File: config.mk
export PLATFORM = sky130hd
export DESIGN_NAME = keyseq_accum
export DESIGN_NICKNAME = d
export VERILOG_FILES = /design/src/rtl/kc_pkg.sv /design/src/rtl/kc_edge.sv /design/src/rtl/kc_ctrl.sv /design/src/rtl/kc_lanes.sv /design/src/rtl/keyseq_accum.sv
export SDC_FILE = /design/constraint.sdc
export NUM_CORES = 1
export LEC_CHECK = 0
export ABC_CLOCK_PERIOD_IN_PS = 5000
export BUFFER_PORTS_ARGS = -buffer_cell sky130_fd_sc_hd__buf_2
export CAP_MARGIN = 5
export CORE_UTILIZATION = 52
export CTS_BUF_LIST = sky130_fd_sc_hd__clkbuf_2 sky130_fd_sc_hd__clkbuf_4 sky130_fd_sc_hd__clkbuf_8
export DETAILED_ROUTE_END_ITERATION = 16
export PLACE_DENSITY = 0.79
export SYNTH_ARGS = -nofsm -noshare
export SYNTH_HDL_FRONTEND = slang
export SYNTH_SLANG_ARGS = --single-unit
File: constraint.sdc
create_clock -name clk -period 5 [get_ports clk]
set_input_delay 0.5 -clock clk [delete_from_list [all_inputs] [get_ports clk]]
set_output_delay 0.5 -clock clk [all_outputs]
set_load 0.005 [all_outputs]
File: src/rtl/kc_pkg.sv
package kc_pkg;

   typedef enum logic [1:0] {
      KC_IDLE    = 2'd0,
      KC_SHIFT   = 2'd1,
      KC_RESTART = 2'd2
   } kc_action_t;

endpackage

File: src/rtl/kc_edge.sv
module kc_edge (
   input  logic clk,
   input  logic rst,
   input  logic strobe_i,
   output logic press_o
);

   logic strobe_q;

   always_ff @(posedge clk or posedge rst) begin
      if (rst) strobe_q <= 1'b0;
      else     strobe_q <= strobe_i;
   end

   assign press_o = strobe_i & ~strobe_q;

endmodule

File: src/rtl/kc_ctrl.sv
module kc_ctrl
   import kc_pkg::*;
#(
   parameter int DIGITS = 4,
   localparam int CNT_W = (DIGITS > 1) ? $clog2(DIGITS) : 1
) (
   input  logic             clk,
   input  logic             rst,
   input  logic             press_i,
   output kc_action_t       action_o,
   output logic [CNT_W-1:0] count_o
);

   localparam logic [CNT_W-1:0] LAST = CNT_W'(DIGITS - 1);
   localparam logic [CNT_W-1:0] ONE  = CNT_W'(1);

   logic [CNT_W-1:0] cnt_q;
   logic [CNT_W-1:0] cnt_d;
   logic             full_q;
   logic             full_d;

   always_comb begin
      action_o = KC_IDLE;
      cnt_d    = cnt_q;
      full_d   = full_q;
      if (press_i) begin
         if (full_q) begin
            action_o = KC_RESTART;
            cnt_d    = ONE;
            full_d   = 1'b0;
         end else begin
            action_o = KC_SHIFT;
            cnt_d    = (cnt_q == LAST) ? '0 : cnt_q + ONE;
            full_d   = (cnt_q == LAST);
         end
      end
   end

   always_ff @(posedge clk or posedge rst) begin
      if (rst) begin
         cnt_q  <= '0;
         full_q <= 1'b0;
      end else begin
         cnt_q  <= cnt_d;
         full_q <= full_d;
      end
   end

   assign count_o = cnt_q;

endmodule

File: src/rtl/kc_lanes.sv
module kc_lanes
   import kc_pkg::*;
#(
   parameter int DIGIT_W = 4,
   parameter int DIGITS  = 4,
   localparam int VAL_W  = DIGIT_W * DIGITS
) (
   input  logic               clk,
   input  logic               rst,
   input  kc_action_t         action_i,
   input  logic [DIGIT_W-1:0] code_i,
   output logic [VAL_W-1:0]   word_o
);

   logic [DIGIT_W-1:0] lane_q [DIGITS];

   for (genvar i = 0; i < DIGITS; i++) begin : g_lane
      logic [DIGIT_W-1:0] lane_d;

      if (i == 0) begin : g_low
         always_comb begin
            lane_d = lane_q[0];
            if (action_i != KC_IDLE) lane_d = code_i;
         end
      end else begin : g_up
         always_comb begin
            unique case (action_i)
               KC_SHIFT:   lane_d = lane_q[i-1];
               KC_RESTART: lane_d = '0;
               default:    lane_d = lane_q[i];
            endcase
         end
      end

      always_ff @(posedge clk or posedge rst) begin
         if (rst) lane_q[i] <= '0;
         else     lane_q[i] <= lane_d;
      end

      assign word_o[i*DIGIT_W +: DIGIT_W] = lane_q[i];
   end

endmodule

File: src/rtl/keyseq_accum.sv
module keyseq_accum
   import kc_pkg::*;
#(
   parameter int DIGIT_W = 4,
   parameter int DIGITS  = 4,
   localparam int VAL_W  = DIGIT_W * DIGITS,
   localparam int CNT_W  = (DIGITS > 1) ? $clog2(DIGITS) : 1
) (
   input  logic               clk,
   input  logic               rst,
   input  logic [DIGIT_W-1:0] key_code,
   input  logic               key_strobe,
   output logic [VAL_W-1:0]   code_word,
   output logic [CNT_W-1:0]   entry_count
);

   if (DIGIT_W < 1) begin : g_bad_w
      $error("keyseq_accum: DIGIT_W must be at least 1");
   end
   if (DIGITS < 2) begin : g_bad_n
      $error("keyseq_accum: DIGITS must be at least 2");
   end

   logic       press;
   kc_action_t action;

   kc_edge u_edge (
      .clk      (clk),
      .rst      (rst),
      .strobe_i (key_strobe),
      .press_o  (press)
   );

   kc_ctrl #(.DIGITS(DIGITS)) u_ctrl (
      .clk      (clk),
      .rst      (rst),
      .press_i  (press),
      .action_o (action),
      .count_o  (entry_count)
   );

   kc_lanes #(.DIGIT_W(DIGIT_W), .DIGITS(DIGITS)) u_lanes (
      .clk      (clk),
      .rst      (rst),
      .action_i (action),
      .code_i   (key_code),
      .word_o   (code_word)
   );

endmodule

# == Word-level counts from Yosys, hierarchy flattened ==
# Cells that the tools add are included.
# totals
register_bits,20
inputBits,7
elab_cells,23
# op_classes
add_sub_neg,1
n_eq_ne,3
mux,8
bitwise_logic,2
reduce_logical,2
# op_table
cell,count
4-bit one-hot mux with 2 select lines,3
2-bit two-way mux,4
"2-bit == test, second input constant",2
2-bit nonzero test,2
"2-bit by 1-bit adder with 2-bit output, second input constant",1
"2-bit by 1-bit == test with 1-bit output, second input constant",1
1-bit AND,1
1-bit two-way mux,1
1-bit inverter,1

# == Depth between registers and ports, before layout ==
# logic_depth
ltp_word,5
ltp_mapped,7

# == Cells and area by module ==
# From an unflattened synthesis, not the netlist that was laid out.
# hier_totals
cells_unflattened,66
area_unflattened_um2,860.8
# by_module_without_submodules
mod,n_inst,cells_each,area_each_um2
kc_lanes,1,49,663.1
kc_ctrl,1,14,155.1
kc_edge,1,3,42.5

# == Worst setup path after synthesis ==
# No wires, ideal clock.
# synth_path
path_kind,input to register
from,input key_strobe
to,register u_lanes.lane_q (netlist bit u_lanes.word_o[11])
arrival_ps,1522
required_time_ps,4874
setup_slack_ps,3352
path_stages,7
n_path_buf,2
cell_sequence,and3b_4 > buf_8 > inv_1 > ha_1 > buf_2 > nand2_1 > o22ai_2
# synth_between
elab_chain_cells,4
# synth_rtl
element,line_no,text
"start, declared",keyseq_accum.sv:12,"input logic key_strobe,"
1-bit AND (*),kc_edge.sv:15,assign press_o = strobe_i & ~strobe_q;
2-bit two-way mux (*),kc_ctrl.sv:26,if (press_i) begin
2-bit == test / 2-bit by 1-bit == test with 1-bit output (equally long branches),kc_lanes.sv:27,unique case (action_i)
4-bit one-hot mux with 2 select lines / 2-bit nonzero test (equally long branches),n/a,
"end signal, assigned by index",kc_lanes.sv:37,else lane_q[i] <= lane_d;
"end, declared",kc_lanes.sv:15,logic [DIGIT_W-1:0] lane_q [DIGITS];
# Every way passes the cells marked *; elsewhere a longest branch is shown, timed or not.
# A chain may end at the register's enable or synchronous reset.

# == Worst setup path after layout ==
# layout_path
from,register u_edge.strobe_q
to,register u_lanes.lane_q (netlist bit u_lanes.word_o[5])
# layout_between
elab_chain_cells,5
# layout_rtl
element,line_no,text
"start, declared",kc_edge.sv:8,logic strobe_q;
"start signal, assigned",kc_edge.sv:12,else strobe_q <= strobe_i;
1-bit inverter (*),kc_edge.sv:15,
1-bit AND (*),kc_edge.sv:15,
2-bit two-way mux (*),kc_ctrl.sv:26,
2-bit == test / 2-bit by 1-bit == test with 1-bit output (equally long branches),kc_lanes.sv:27,
4-bit one-hot mux with 2 select lines / 2-bit nonzero test (equally long branches),n/a,
# Marks and branches as above.

==> qor.yml <==
status: "complete, but fails checks"
violations: "design-rule violations"
seq_area_frac_synth_pct: 55.1
drt_first_pass_iters: 10
n_antenna_cell: 0
initial_utilization_pct: 57.6
ys_async_sr_fraction_pct: 100
p_per_area_nw_per_um2: 598
wl_per_cell_um: 12.7
wl_um: 1480
synth_area_per_cell_um2: 12.0
die_h_um: 43.8
r2r_setup_slack_ns: 2.84
cts_setup_buffers: 0
cts_buffers: 3
grt_setup_unrepaired: "no"
slew_headroom_pct: 44.1
fin_total_pwr_uw: 632
worst-r2r-cell-count: 5
critPathSlowestCell: "ha_1"
io_pins: 25
cts_num_sinks: 20
reg2reg_from: "u_edge.strobe_q"
grt_max_degree: 25
cp.required_ns: 5.22
grt_pass1_wl_um: 2460
dp_hpwl_um: 1070
tightest_slew_ns: 0.838
clk_pin_slew_ns: 0.11
synth_edf_count: 0
drt_iter0_markers: 17
vias: 623
power.leakage_uw: 0.000535
route.detailed.drc: 1
hp-class: "input pin to async pin"
path_cells: "and3b_4 > inv_1 > ha_1 > nand2_1 > o22ai_1"
synthCells: 76
grt_util_met2_pct: 29.3
fillCellCount: 131
crit_fanout: 24
area_growth_syn_to_layout_pct: 16.4
nets: 111
maxSlewViolCount: 0
io_buffers: 24
dieArea_um2: 1920
avgViaCountPerCell: 5.32
core_um2: 1580
cts_tree: "built"
tns_ns: 0
slowest_delay_ns: 0.84
critPathLaunchType: "register"
busiest_layer: "met2"
holdBufCountCts: 0
cts_resized: 0
cap_viol_max_count: 0
synth_area_um2: 908
drive_gt1_share_pct: 45.5
cts_buffer_depth: 2
yosys_warnings: 0
first_global_vias: 592
end_kind: "register"
cp.arrival_ns: 2.38
dp.cells: 113
r2r_end: "u_lanes.word_o[5]"
synth_cell_type_count: 15
ys_ff_latch: 20
synth_ff_type: "dfrtp_1"
htree_levels: 1
fin_crit_ns: 2.16
grtUsageMet1_pct: 22.1
grt.overflow.total: 0
row_count: 14
timing.final.crit_share_pct: 43.2
setup.worst_path.class: "register to register"
hold_violations: 0
use_met3_pct: 5.00
finClkSkew_ns: 0.00149
syn-num-nets: 85
cts-root-buf: "clkbuf_4"
place_congestion: 0.750
fmax_mhz: 463
worst_skew_pair.late_latency_ns: 0.30
fin_cells: 117
die_w_um: 43.8
gr-usage-all-layers_pct: 18.2
setup_violations: 0
antenna_left: 0
antenna_found_initial: 0
vdd_drop_max_uv: 276
worst max path at each step:
stage / from / end / slack (ns) / depth (start not counted)
5_1_grt: u_edge.strobe_q / u_lanes.word_o[5] / 2.72 / 5
4_1_cts: u_edge.strobe_q / u_lanes.word_o[4] / 2.85 / 5
2_1_floorplan: key_strobe / u_lanes.word_o[11] / 3.35 / 7
3_3_place_gp: key_strobe / u_lanes.word_o[6] / 2.88 / 5
3_5_place_dp: key_strobe / u_lanes.word_o[4] / 2.76 / 6
6_report: u_edge.strobe_q / u_lanes.word_o[5] / 2.84 / 5
metrics by stage:
stage	cell area [um2]	hold slack (ns)	util (%)	setup WS (ns)
final	1060	0.299	67.1	2.84
after global routing	1060	0.312	67.1	2.72
after CTS	1060	0.315	67.1	2.85
after detailed placement	1020	0.519	64.8	2.76
after global placement	1020	0.517	64.8	2.88
after floorplan	908	0.464	-	3.35
cell families after synthesis:
kind of cell	count (synthesis)	share of synthesized area [%]
AO/OA/AOI/OAI	13	15.3
adder cells (fa/ha/maj)	2	2.75
buffers and inverters	17	8.81
flip-flops	20	55.1
multiplexers	7	8.68
AND/OR/NAND/NOR	17	9.37
synthesized netlist by cell type, types with 2 or more instances:
library cell	number	share of area [%]
nor2b_1	2	1.4
dfrtp_1	20	55
o22ai_2	9	12
o22ai_1	3	2.1
ha_1	2	2.8
mux2_2	7	8.7
inv_1	14	5.8
nand2_1	12	5.0
cell usage in the layout (no fill, tap or decap):
master    Yosys  routed
buf_2         1      24
dfrtp_1      20      20
inv_1        14      14
nand2_1      12      12
o22ai_2       9       9
mux2_2        7       7
o22ai_1       3       3
clkbuf_4      0       3
nor2b_1       2       2
ha_1          2       2
and3b_4       1       1
o21bai_1      1       1
nor2b_2       1       1
nand2b_1      1       1
clkbuf_8      0       1
layer usage:
metal	vias to the layer above	routed length, um
met2	22	746
met5	-	0
met1	299	631
met3	2	84
li1	300	-
met4	0	18
flip-flops by register name (all words and copies together), names as in the netlist:
name and cells:
u_ctrl.count_o 2, u_edge.strobe_q 1, u_ctrl.full_q 1, u_lanes.word_o 16
worst max-delay path: cells and delay by family, from the launching register on:
family	cells	cell delay, ns
buffers and inverters	1	0.07
AOI/OAI and AO/OA	1	0.18
and+or+nand+nor	2	0.57
adders and majority gates	1	0.84
DFF	1	0.41
where the power goes:
part           total [uW]  switching, uW  internal (uW)
sequential            286           51.8            235
clock                93.6           49.2           44.4
combinational         252            115            137
total                 632            216            416
layout make-up:
class                           count  area [um2]  share of cell area (%)
Multi-Input combinational cell     39         328                    31.0
Sequential cell                    20         500                    47.3
Timing Repair Buffer               24         120                    11.4
Tap cell                           16        20.0                    1.89
Inverter                           14        52.6                    4.97
Clock buffer                        4        36.3                    3.43
(Power assumes the default switching activity.)
